**config.mk**
```make
export PLATFORM = sky130hd
export DESIGN_NAME = idle_frame_gen
export DESIGN_NICKNAME = d
export VERILOG_FILES = /design/src/rtl/idle_pkg.sv /design/src/rtl/idle_position_ctr.sv /design/src/rtl/idle_field_latch.sv /design/src/rtl/idle_symbol_map.sv /design/src/rtl/idle_frame_gen.sv
export SDC_FILE = /design/constraint.sdc
export NUM_CORES = 1
export LEC_CHECK = 0
export BUFFER_PORTS_ARGS = -buffer_cell sky130_fd_sc_hd__buf_2
export CAP_MARGIN = 20
export CORE_ASPECT_RATIO = 0.9
export CORE_MARGIN = 4
export CORE_UTILIZATION = 54
export CTS_CLUSTER_SIZE = 16
export DETAILED_ROUTE_END_ITERATION = 10
export HOLD_SLACK_MARGIN = 0.15
export PLACE_DENSITY = 0.8
export SKIP_LAST_GASP = 1
export SYNTH_ARGS = -nofsm -noshare
export SYNTH_HDL_FRONTEND = slang
export SYNTH_SLANG_ARGS = --single-unit
```
**constraint.sdc**
```tcl
create_clock -name clk -period 1.95 [get_ports clk]
set_input_delay 0 -clock clk [delete_from_list [all_inputs] [get_ports clk]]
set_output_delay 0 -clock clk [all_outputs]
set_load 0.1 [all_outputs]
```
**src/rtl/idle_pkg.sv**
```systemverilog
package idle_pkg;

    localparam logic [7:0] FILL_CHAR   = 8'hB5;
    localparam logic [7:0] COMMA_HIGH  = 8'h3C;
    localparam logic [7:0] COMMA_LOW   = 8'hBC;

    localparam int SLOT_HDR0  = 0;
    localparam int SLOT_HDR1  = 1;
    localparam int SLOT_HDR2  = 2;
    localparam int SLOT_SIDE  = 5;
    localparam int SLOT_FLOW  = 6;
    localparam int SLOT_COMMA = 7;

    typedef struct packed {
        logic       chan_hi;
        logic       wide_hdr;
        logic [7:0] hdr0;
        logic [7:0] hdr1;
        logic [7:0] hdr2;
        logic [3:0] side_nib;
        logic [7:0] flow_ctl;
    } idle_fields_t;

    typedef struct packed {
        logic       is_k;
        logic [7:0] value;
    } line_sym_t;

    function automatic line_sym_t pick_symbol(
        input idle_fields_t f,
        input logic         in_master,
        input int           slot
    );
        line_sym_t s;
        s.is_k  = 1'b0;
        s.value = FILL_CHAR;
        if (slot == SLOT_COMMA) begin
            s.is_k  = 1'b1;
            s.value = f.chan_hi ? COMMA_HIGH : COMMA_LOW;
        end else if (in_master) begin
            case (slot)
                SLOT_HDR0: s.value = f.hdr0;
                SLOT_HDR1: s.value = f.hdr1;
                SLOT_HDR2: s.value = f.wide_hdr ? f.hdr2 : FILL_CHAR;
                SLOT_SIDE: s.value = {f.side_nib, f.side_nib};
                SLOT_FLOW: s.value = f.flow_ctl;
                default:   s.value = FILL_CHAR;
            endcase
        end
        return s;
    endfunction

endpackage

```
**src/rtl/idle_position_ctr.sv**
```systemverilog
module idle_position_ctr #(
    parameter int UNIT_BYTES = 10,
    parameter int NUM_UNITS  = 8,
    localparam int SLOT_W    = $clog2(UNIT_BYTES),
    localparam int UNIT_W    = (NUM_UNITS > 1) ? $clog2(NUM_UNITS) : 1
) (
    input  logic              clk,
    input  logic              rst,
    input  logic              start,
    output logic              accept,
    output logic              busy,
    output logic              last,
    output logic [UNIT_W-1:0] unit_idx,
    output logic [SLOT_W-1:0] slot_idx
);

    localparam logic [SLOT_W-1:0] SLOT_MAX = SLOT_W'(UNIT_BYTES - 1);
    localparam logic [UNIT_W-1:0] UNIT_MAX = UNIT_W'(NUM_UNITS - 1);

    logic slot_wrap;

    assign slot_wrap = (slot_idx == SLOT_MAX);
    assign last      = busy && slot_wrap && (unit_idx == UNIT_MAX);
    assign accept    = start && (!busy || last);

    always_ff @(posedge clk) begin
        if (rst) begin
            busy     <= 1'b0;
            unit_idx <= '0;
            slot_idx <= '0;
        end else if (accept) begin
            busy     <= 1'b1;
            unit_idx <= '0;
            slot_idx <= '0;
        end else if (last) begin
            busy     <= 1'b0;
            unit_idx <= '0;
            slot_idx <= '0;
        end else if (busy) begin
            if (slot_wrap) begin
                slot_idx <= '0;
                unit_idx <= unit_idx + 1'b1;
            end else begin
                slot_idx <= slot_idx + 1'b1;
            end
        end
    end


    run_continues_chk: assert property (@(posedge clk) disable iff (rst)
        busy && !last |=> busy);


    no_restart_chk: assert property (@(posedge clk) disable iff (rst)
        busy && !last && start |=> (slot_idx != 0 || unit_idx != 0));


    reset_idle_chk: assert property (@(posedge clk)
        rst |=> !busy);

endmodule

```
**src/rtl/idle_field_latch.sv**
```systemverilog
module idle_field_latch
    import idle_pkg::*;
(
    input  logic         clk,
    input  logic         rst,
    input  logic         load,
    input  logic         hold,
    input  idle_fields_t fields_in,
    output idle_fields_t fields_q
);

    always_ff @(posedge clk) begin
        if (rst) begin
            fields_q <= '0;
        end else if (load) begin
            fields_q <= fields_in;
        end
    end


    capture_hold_chk: assert property (@(posedge clk) disable iff (rst)
        hold && !load |=> $stable(fields_q));

endmodule

```
**src/rtl/idle_symbol_map.sv**
```systemverilog
module idle_symbol_map
    import idle_pkg::*;
#(
    parameter int SLOT_W = 4,
    parameter int UNIT_W = 3
) (
    input  logic              clk,
    input  logic              rst,
    input  idle_fields_t      fields,
    input  logic              busy,
    input  logic              last,
    input  logic [UNIT_W-1:0] unit_idx,
    input  logic [SLOT_W-1:0] slot_idx,
    output logic [7:0]        sym_byte,
    output logic              sym_k,
    output logic              sym_valid,
    output logic              sym_eop
);

    line_sym_t cur;

    always_comb begin
        cur = pick_symbol(fields, (unit_idx == '0), int'(slot_idx));
        if (!busy) begin
            cur = '0;
        end
    end

    assign sym_byte  = cur.value;
    assign sym_k     = cur.is_k;
    assign sym_valid = busy;
    assign sym_eop   = last;


    comma_code_chk: assert property (@(posedge clk) disable iff (rst)
        sym_k |-> (sym_byte == COMMA_HIGH || sym_byte == COMMA_LOW));


    k_slot_chk: assert property (@(posedge clk) disable iff (rst)
        sym_valid && (int'(slot_idx) != SLOT_COMMA) |-> !sym_k);


    side_dup_chk: assert property (@(posedge clk) disable iff (rst)
        sym_valid && unit_idx == '0 && int'(slot_idx) == SLOT_SIDE
        |-> sym_byte[7:4] == sym_byte[3:0]);


    idle_quiet_chk: assert property (@(posedge clk) disable iff (rst)
        !sym_valid |-> (sym_byte == 8'h00 && !sym_k && !sym_eop));

endmodule

```
**src/rtl/idle_frame_gen.sv**
```systemverilog
module idle_frame_gen
    import idle_pkg::*;
#(
    parameter int UNIT_BYTES  = 10,
    parameter int SLAVE_UNITS = 7
) (
    input  logic       clk,
    input  logic       rst,
    input  logic       start,
    input  logic       chan_hi,
    input  logic       wide_hdr,
    input  logic [7:0] hdr0,
    input  logic [7:0] hdr1,
    input  logic [7:0] hdr2,
    input  logic [3:0] side_nib,
    input  logic [7:0] flow_ctl,
    output logic [7:0] out_byte,
    output logic       out_k,
    output logic       out_valid,
    output logic       out_eop
);

    localparam int NUM_UNITS = SLAVE_UNITS + 1;
    localparam int SLOT_W    = $clog2(UNIT_BYTES);
    localparam int UNIT_W    = (NUM_UNITS > 1) ? $clog2(NUM_UNITS) : 1;

    logic              accept;
    logic              busy;
    logic              last;
    logic [UNIT_W-1:0] unit_idx;
    logic [SLOT_W-1:0] slot_idx;
    idle_fields_t      fields_in;
    idle_fields_t      fields_q;

    assign fields_in = '{chan_hi:  chan_hi,
                         wide_hdr: wide_hdr,
                         hdr0:     hdr0,
                         hdr1:     hdr1,
                         hdr2:     hdr2,
                         side_nib: side_nib,
                         flow_ctl: flow_ctl};

    idle_position_ctr #(
        .UNIT_BYTES (UNIT_BYTES),
        .NUM_UNITS  (NUM_UNITS)
    ) u_ctr (
        .clk      (clk),
        .rst      (rst),
        .start    (start),
        .accept   (accept),
        .busy     (busy),
        .last     (last),
        .unit_idx (unit_idx),
        .slot_idx (slot_idx)
    );

    idle_field_latch u_latch (
        .clk       (clk),
        .rst       (rst),
        .load      (accept),
        .hold      (busy),
        .fields_in (fields_in),
        .fields_q  (fields_q)
    );

    idle_symbol_map #(
        .SLOT_W (SLOT_W),
        .UNIT_W (UNIT_W)
    ) u_map (
        .clk       (clk),
        .rst       (rst),
        .fields    (fields_q),
        .busy      (busy),
        .last      (last),
        .unit_idx  (unit_idx),
        .slot_idx  (slot_idx),
        .sym_byte  (out_byte),
        .sym_k     (out_k),
        .sym_valid (out_valid),
        .sym_eop   (out_eop)
    );


    eop_in_packet_chk: assert property (@(posedge clk) disable iff (rst)
        out_eop |-> out_valid);


    eop_ends_chk: assert property (@(posedge clk) disable iff (rst)
        out_eop && !start |=> !out_valid);

endmodule

```
# [After elaboration in Yosys (flattened, before gate mapping)]
# Index checks and enable logic that the tools add are counted.
[classes] add_sub_neg=2 n_mul=0 div_mod_pow=0 magnitude_cmp=0 eq_ne=7 shifts=0 n_mux=10 bitwise_logic=0 n_reduce_logical=10
[op_table] op="8-bit case mux with 5 select lines" n=1
[op_table] op="8-bit two-way mux" n=4
[op_table] op="9-bit two-way mux" n=1
[op_table] op="4-bit by 3-bit == test with 1-bit output (second input constant)" n=2
[op_table] op="4-bit == test (second input constant)" n=2
[op_table] op="4-bit by 1-bit adder with 4-bit output (second input constant)" n=1
[op_table] op="4-bit by 1-bit == test with 1-bit output (second input constant)" n=1
[op_table] op="4-bit by 2-bit == test with 1-bit output (second input constant)" n=1
[op_table] op="4-bit logical NOT" n=1
[op_table] op="4-bit two-way mux" n=1
[op_table] op="3-bit by 1-bit adder with 3-bit output (second input constant)" n=1
[op_table] op="3-bit == test (second input constant)" n=1
[op_table] op="1-bit logical AND" n=3
[op_table] op="3-bit logical NOT" n=1
[op_table] op="1-bit two-way mux" n=3
[op_table] op="3-bit OR reduction" n=1
[op_table] op="2-bit AND reduction" n=1
[op_table] op="2-bit nonzero test" n=1
[op_table] op="1-bit logical NOT" n=1
[op_table] op="1-bit logical OR" n=1
[word_totals] reg_bits=46 latchBits=0 ramBits=0 mem_bits_ro=0 input_bits=41 out_inout_bits=11 wordCells=39 n_memories=0

# [Longest topological paths before layout]
# Gate-level depths: netlist of the first run.
[logic_depth] depth_word=6 ltp_mapped=8 depth_no_buf=6

# [Hierarchy]
# A second synthesis of the first run with hierarchy kept.
[unflattened] cells_unflattened=256 hier_area_um2=2379.8
[by_module_without_submodules] mod="idle_field_latch" n_inst=1 cells_per_inst=122 area_per_inst_um2=1358.8
[by_module_without_submodules] mod="idle_symbol_map" n_inst=1 cells_per_inst=87 area_per_inst_um2=585.6
[by_module_without_submodules] mod="idle_position_ctr" n_inst=1 cells_per_inst=47 area_per_inst_um2=435.4

# [Worst setup path after synthesis of the first run]
# OpenSTA, ideal clock, no wires.
[synth_path] kind="register to output" startpoint="reg u_ctr.busy" endpoint="out out_byte[3]" arrival_time_ns=3.109 t_required_ns=1.950 slack_ns=-1.159 path_stages_with_launch=5 n_path_buf=1 path_cell_list="dfxtp_1 > buf_2 > inv_1 > or2_2 > o22ai_1"
[synth_via] elab_chain_cells=1
[synth_lines] item="start, declared" line_no="idle_position_ctr.sv:11" rtl="output logic busy,"
[synth_lines] item="start signal, assigned" line_no="idle_position_ctr.sv:28" rtl="busy <= 1'b0;"
[synth_lines] item="start signal, assigned" line_no="idle_position_ctr.sv:32" rtl="busy <= 1'b1;"
[synth_lines] item="start signal, assigned" line_no="idle_position_ctr.sv:36" rtl="busy <= 1'b0;"
[synth_lines] item="9-bit two-way mux" line_no="idle_symbol_map.sv:24" rtl="if (!busy) begin"
[synth_lines] item="end, declared" line_no="idle_frame_gen.sv:17" rtl="output logic [7:0] out_byte,"
# Every way passes these cells.

# [Worst setup path after layout of the first run]
[layout_path] startpoint="reg u_ctr.slot_idx[0]" endpoint="out out_byte[7]"
[layout_via] elab_chain_cells=5 word_cells_on_any_way=10
[layout_lines] item="start, declared" line_no="idle_position_ctr.sv:14" rtl="output logic [SLOT_W-1:0] slot_idx"
[layout_lines] item="start signal, assigned" line_no="idle_position_ctr.sv:44" rtl="slot_idx <= slot_idx + 1'b1;"
[layout_lines] item="4-bit by 3-bit == test with 1-bit output (tied with other cells)" line_no="idle_pkg.sv:41" rtl="case (slot)"
[layout_lines] item="8-bit case mux with 5 select lines" line_no="idle_pkg.sv:41"
[layout_lines] item="8-bit two-way mux" line_no="idle_pkg.sv:40" rtl="end else if (in_master) begin"
[layout_lines] item="8-bit two-way mux (*)" line_no="idle_pkg.sv:37" rtl="if (slot == SLOT_COMMA) begin"
[layout_lines] item="9-bit two-way mux (*)" line_no="idle_symbol_map.sv:24"
# Mark *: on every way between the ends. The rest lies on a longest branch, timed or not.

==> flow_metrics.env, run 1 <==
export IMPL_status="finished, final reports clean"
export IMPL_required_ns=1.95
export IMPL_ant_nets=0
export IMPL_powerDensity_mw_per_mm2=627.0
export IMPL_ys_top_cells_by_count="nand2_1 (73), dfxtp_1 (46), a21oi_1 (32), nor2_1 (13), mux2i_1 (11)"
export IMPL_antenna_found_initial=0
export IMPL_setup_ws_ns=0.01141
export IMPL_vias_per_cell=5.669
export IMPL_crit_chain="or3b_2 > nand4_4 > a311oi_2 > a31oi_4 > buf_12"
export IMPL_wl_per_cell_um=16.81
export IMPL_fillers=223
export IMPL_synthArstFlopShare_pct=0
export IMPL_die_w_um=76.98
export IMPL_synth_top_area_share_pct=39.83
export IMPL_leakagePower_nw=1.282
export IMPL_path_clk_slew_ns=0.09
export IMPL_arrival_ns=1.94
export IMPL_portBuffers=51
export IMPL_clock_sinks=46
export IMPL_hold_viol=0
export IMPL_reg2reg_slack_ns=0.18
export IMPL_clkLatencyLatePin_ns=0.31
export IMPL_drc=0
export IMPL_r2r_start="u_ctr.unit_idx[0]"
export IMPL_hold_path_class="flip-flop to flip-flop"
export IMPL_grt_max_degree=39
export IMPL_ir_drop_mv=0.4712
export IMPL_yosysMostFrequentCell="nand2_1"
export IMPL_dieArea_sq_mm=0.005394
export IMPL_grt_first_pass_wirelength_mm=11.02
export IMPL_dpl_hpwl_mm=4.057
export IMPL_yosysTopAreaCell="dfxtp_1"
export IMPL_final_period_utilization_pct=99.41
export IMPL_setup_violations=0
export IMPL_drt_pass1_iter_count=4
export IMPL_area_growth_syn_to_layout_pct=45.73
export IMPL_cpMaxStageDelayCell="or3b_2"
export IMPL_drt_iter0_drc=229
export IMPL_crit_type="flip-flop to output pin"
export IMPL_ys_ff_latch=46
export IMPL_tns_ns=0
export IMPL_finalMaxSlewViolations=0
export IMPL_cts_htree_levels=2
export IMPL_tightest_slew_ns=0.4835
export IMPL_hold_slack_ns=0.4551
export IMPL_synthTopCellsByArea="dfxtp_1 (40%), nand2_1 (12%), a21oi_1 (6.9%)"
export IMPL_start_util_pct=56.38
export IMPL_endpoint="out_byte[7]"
export IMPL_vias=2381
export IMPL_root_buffer="clkbuf_8"
export IMPL_clk_path_buf_depth=2
export IMPL_finClkSkew_ns=0.005633
export IMPL_drv_cap=0
export IMPL_period_needed_ns=1.939
export IMPL_ff2ff_path_depth=7
export IMPL_yosys_warnings=0
export IMPL_routed_wl_mm=7.059
export IMPL_rows=22
export IMPL_coreArea_sq_mm=0.004101
export IMPL_syn_area_sq_mm=0.002312
export IMPL_ys_seq_area_share_pct=39.83
export IMPL_grt_pass1_vias=2377
export IMPL_cts_buffers_inserted=5
export IMPL_r2r_end="u_latch.fields_q[34]"
export IMPL_crit_path_end_kind="output pin"
export IMPL_final_area_sq_mm=0.003369
export IMPL_io_pins=52
export IMPL_diodes=0
export IMPL_critPathMaxStageDelay_ns=0.52
export IMPL_dpl_worst_slack_ns=0.1653
export IMPL_fmax_ghz=0.5158
export IMPL_gp_congestion=0.8926
export IMPL_relSlewSlack_pct=67.99
export IMPL_drive_above_1_share_pct=30.91
export IMPL_cp_start_kind="flip-flop"
export IMPL_synth_cell_types=45
export IMPL_postLayoutCoreUtil_pct=82.15
export IMPL_total_power_mw=2.113
export IMPL_placed_area_sq_mm=0.002811
export IMPL_synth_enable_flop_cells=0
export IMPL_cts_tree="done"
export IMPL_dp_cells=371
export IMPL_die_h_um=70.08
export IMPL_track_usage_pct=25.35
export IMPL_final_cell_count_no_fill=420
export IMPL_synth_avg_cell_area_sq_um=8.199
export IMPL_crit_fanout=11
export IMPL_final_net_count=415
export IMPL_synth_main_ff_cell="dfxtp_1"
export IMPL_gr_total_overflow=0
export IMPL_startpoint="u_ctr.slot_idx[0]"
export IMPL_synthCells=282
export IMPL_syn_nets=326
## metal layers
metal | vias to the layer above | part of all wire (%) | track usage [%]
met3 | 21 | 5.1 | 4.768
met1 | 1129 | 39 | 29.58
li1 | 1139 | - | -
met2 | 92 | 53 | 44.49
met4 | 0 | 3.0 | 12.25
met5 | - | 0 | 0
## critical path: cells and delay by family, from the launching register on
kind / cells / cell delay (ns)
buffers and inverters: 1 / 0.20
AOI/OAI and AO/OA: 2 / 0.33
DFF: 1 / 0.41
and+or+nand+nor: 2 / 0.68
## repair_timing
| action | in CTS | in global routing |
|---|---|---|
| gates resized for setup | 3 | 11 |
| hold buffers | 40 | 0 |
| buffers inserted | 0 | 1 |
| endpoints found under the setup margin | 9 | 14 |
| endpoints found under the hold margin | 39 | 0 |
| cloned | 0 | 0 |
| pin swaps | 0 | 0 |
## flip-flops by register name (all words and copies together), names as in the netlist
signal            flops
u_ctr.unit_idx        3
u_ctr.busy            1
u_latch.fields_q     38
u_ctr.slot_idx        4
## area by class of cell
cell class                      count  area (sq um)  area share, %
Multi-Input combinational cell    212          1345          39.92
Clock buffer                        7         96.34          2.859
Inverter                            5         18.77         0.5570
Clock inverter                      1         8.758         0.2599
Sequential cell                    46         934.6          27.74
Tap cell                           48         60.06          1.782
Timing Repair Buffer              101         905.9          26.88
## placed cells by master (no fill, tap or decap), types with 2 or more instances in the layout
| cell | synthesis | final |
|---|---|---|
| a21oi_2 | 10 | 10 |
| nor2b_1 | 6 | 4 |
| nand2_2 | 10 | 10 |
| buf_12 | 0 | 12 |
| a22o_1 | 3 | 3 |
| nor2b_2 | 0 | 2 |
| inv_1 | 5 | 5 |
| nand2_1 | 73 | 73 |
| nand2b_1 | 5 | 5 |
| a31oi_1 | 4 | 3 |
| dfxtp_1 | 46 | 41 |
| mux2i_1 | 11 | 11 |
| a21oi_4 | 0 | 2 |
| nor2_1 | 13 | 12 |
| buf_4 | 2 | 8 |
| nor3b_1 | 2 | 2 |
| o21ai_0 | 8 | 8 |
| ha_1 | 3 | 2 |
| o21a_1 | 3 | 3 |
| buf_2 | 5 | 41 |
| dfxtp_4 | 0 | 3 |
| a22oi_1 | 2 | 2 |
| dfxtp_2 | 0 | 2 |
| clkbuf_8 | 0 | 7 |
| dlygate4sd3_1 | 0 | 40 |
| o221ai_1 | 2 | 2 |
| a21oi_1 | 32 | 30 |
## logic make-up after synthesis
kind of cell    Yosys count  share of synthesized area, %
compound gates           76                         21.86
mux                      11                         4.762
simple gates            120                         25.05
buf+inv                  24                         6.114
xor+xnor                  2                        0.7577
fa+ha+maj                 3                         1.624
flops                    46                         39.83
## worst min-delay path by stage
stage                         start                   end  slack (ns)  cells past startpoint
4_1_cts        u_latch.fields_q[30]  u_latch.fields_q[30]        0.46                      2
3_3_place_gp                hdr0[7]  u_latch.fields_q[35]        0.25                      3
3_5_place_dp            flow_ctl[3]   u_latch.fields_q[3]        0.25                      3
2_1_floorplan                 start            u_ctr.busy        0.12                      2
5_1_grt        u_latch.fields_q[12]  u_latch.fields_q[12]        0.48                      2
6_report       u_latch.fields_q[30]  u_latch.fields_q[30]        0.46                      2
## where the power goes
part	switching [mW]	internal, mW	leakage (nW)
registers	0.0423	0.984	0.380
logic	0.235	0.197	0.848
clock network	0.330	0.325	0.0544
No activity file was read; power rests on OpenSTA's default activity.
==> run 2, diff against run 1 <==
--- a/config.mk
+++ b/config.mk
@@ -13,6 +13,7 @@
 export CTS_CLUSTER_SIZE = 16
 export DETAILED_ROUTE_END_ITERATION = 10
 export HOLD_SLACK_MARGIN = 0.15
+export MAX_ROUTING_LAYER = met4
 export PLACE_DENSITY = 0.8
 export SKIP_LAST_GASP = 1
 export SYNTH_ARGS = -nofsm -noshare
==> run 2 against run 1 <==
Non-clock buffer count unchanged. Clock-buffer cell count unchanged. Critical path depth unchanged. Worst setup slack worse by 0.0075 ns. Flip-flop and latch count unchanged. Total power about the same. Sequential share of layout area unchanged. Combinational power about the same. Hold slack about the same. Die area unchanged. Sequential power about the same. Critical endpoint unchanged. Largest cell class unchanged.
==> flow_metrics.env, run 2 (synthesis results as in run 1) <==
export IMPL_vias=2386
export IMPL_final_period_utilization_pct=99.80
export IMPL_ir_drop_mv=0.4721
export IMPL_crit_fanout=11
export IMPL_clock_sinks=46
export IMPL_postLayoutCoreUtil_pct=82.15
export IMPL_routed_wl_mm=7.102
export IMPL_root_buffer="clkbuf_8"
export IMPL_drt_iter0_drc=281
export IMPL_required_ns=1.95
export IMPL_drc=0
export IMPL_wl_per_cell_um=16.91
export IMPL_largest_register_ffs=38
export IMPL_cts_htree_levels=2
export IMPL_ant_nets=0
export IMPL_path_clk_slew_ns=0.09
export IMPL_dpl_hpwl_mm=4.057
export IMPL_cts_buffers_inserted=5
export IMPL_layout_common_cells="nand2_1 (73), buf_2 (41), dfxtp_1 (41)"
export IMPL_clk_path_buf_depth=2
export IMPL_fmax_ghz=0.5139
export IMPL_leakagePower_nw=1.282
export IMPL_final_common_cell="nand2_1"
export IMPL_cpMaxStageDelayCell="or3b_2"
export IMPL_drv_cap=0
export IMPL_tightest_slew_ns=0.4835
export IMPL_crit_path_end_kind="output pin"
export IMPL_finalMaxSlewViolations=0
export IMPL_status="finished, final reports clean"
export IMPL_grt_first_pass_wirelength_mm=11.01
export IMPL_grt_pass1_vias=2381
export IMPL_setup_violations=0
export IMPL_period_needed_ns=1.946
export IMPL_gr_total_overflow=0
export IMPL_top_regs="u_latch.fields_q (38), u_ctr.slot_idx (4), u_ctr.unit_idx (3)"
export IMPL_final_net_count=415
export IMPL_crit_chain="or3b_2 > nand4_4 > a311oi_2 > a31oi_4 > buf_12"
export IMPL_setup_ws_ns=0.003942
export IMPL_regMostFlops="u_latch.fields_q"
export IMPL_netSwitchingPower_mw=0.6060
export IMPL_area_growth_syn_to_layout_pct=45.73
export IMPL_dieArea_sq_mm=0.005394
export IMPL_coreArea_sq_mm=0.004101
export IMPL_final_area_sq_mm=0.003369
export IMPL_crit_type="flip-flop to output pin"
export IMPL_powerDensity_mw_per_mm2=626.7
export IMPL_drt_pass1_iter_count=4
export IMPL_critPathMaxStageDelay_ns=0.52
export IMPL_hold_path_class="flip-flop to flip-flop"
export IMPL_cts_tree="done"
export IMPL_track_usage_pct=26.00
export IMPL_io_pins=52
export IMPL_clkLatencyLatePin_ns=0.31
export IMPL_cp_start_kind="flip-flop"
export IMPL_drive_above_1_share_pct=30.91
export IMPL_p_int_mw=1.506
export IMPL_relSlewSlack_pct=67.99
export IMPL_dpl_worst_slack_ns=0.1653
export IMPL_combPwrFrac_pct=20.4
export IMPL_rows=22
export IMPL_grt_max_degree=39
export IMPL_antenna_found_initial=0
export IMPL_die_w_um=76.98
export IMPL_vias_per_cell=5.681
export IMPL_arrival_ns=1.95
export IMPL_finClkSkew_ns=0.006527
export IMPL_dp_cells=371
export IMPL_start_util_pct=56.38
export IMPL_placed_area_sq_mm=0.002811
export IMPL_switching_share_pct=28.70
export IMPL_portBuffers=51
export IMPL_hold_viol=0
export IMPL_die_h_um=70.08
export IMPL_clkPwrFrac_pct=31.0
export IMPL_final_cell_count_no_fill=420
export IMPL_seqPwrFrac_pct=48.6
export IMPL_hold_slack_ns=0.4550
export IMPL_gp_congestion=0.9077
export IMPL_diodes=0
[run 2: worst paths after layout]
path                        start                   end  slack [ns]  cells past startpoint
min          u_latch.fields_q[30]  u_latch.fields_q[30]        0.45                      2
max reg2reg     u_ctr.unit_idx[0]  u_latch.fields_q[34]        0.18                      7
max             u_ctr.slot_idx[0]           out_byte[7]       0.004                      5
min reg2reg  u_latch.fields_q[30]  u_latch.fields_q[30]        0.45                      2
[run 2: repair_timing]
action,in CTS,in global routing
hold buffers,40,0
setup buffers,0,1
endpoints found under the hold margin,39,0
resized for setup,3,11
setup endpoints to repair,9,14
[run 2: metrics by stage]
| step | power [mW] | setup TNS (ns) |
|---|---|---|
| 2_1_floorplan | 1.280 | 0 |
| 3_3_place_gp | 1.388 | 0 |
| 3_5_place_dp | 1.396 | 0 |
| 4_1_cts | 2.091 | -0.03076 |
| 5_1_grt | 2.190 | -0.08640 |
| 6_report | 2.112 | 0 |
[run 2: metal layers]
layer / GRT usage [%] / vias to the layer above / part of all wire (%)
met5: - / - / 0
met2: 44.20 / 103 / 52
met4: 12.25 / 0 / 2.7
met1: 29.66 / 1128 / 39
met3: 4.768 / 18 / 5.9
li1: - / 1137 / -
[run 2: critical path, delay by kind of cell, from the launching register on]
kind / cells / cell delay, ns
simple gates: 2 / 0.68
flops: 1 / 0.41
compound gates: 2 / 0.34
buf+inv: 1 / 0.20
[run 2: power groups by stage]
stage,clock network [mW],logic (mW),registers [mW]
final,0.654,0.431,1.03
after global routing,0.698,0.460,1.03
after CTS,0.654,0.412,1.02
after detailed placement,0,0.350,1.05
after global placement,0,0.344,1.04
after floorplan,0,0.243,1.04
[run 2: cell type report]
| cell class | count | area, sq um |
|---|---|---|
| inverter | 5 | 18.77 |
| tap | 48 | 60.06 |
| sequential | 46 | 934.6 |
| multi-input combinational | 212 | 1345 |
| clock inverter | 1 | 8.758 |
| clock buffer | 7 | 96.34 |
| timing repair buffer | 101 | 905.9 |
| fill | 223 | 732.0 |
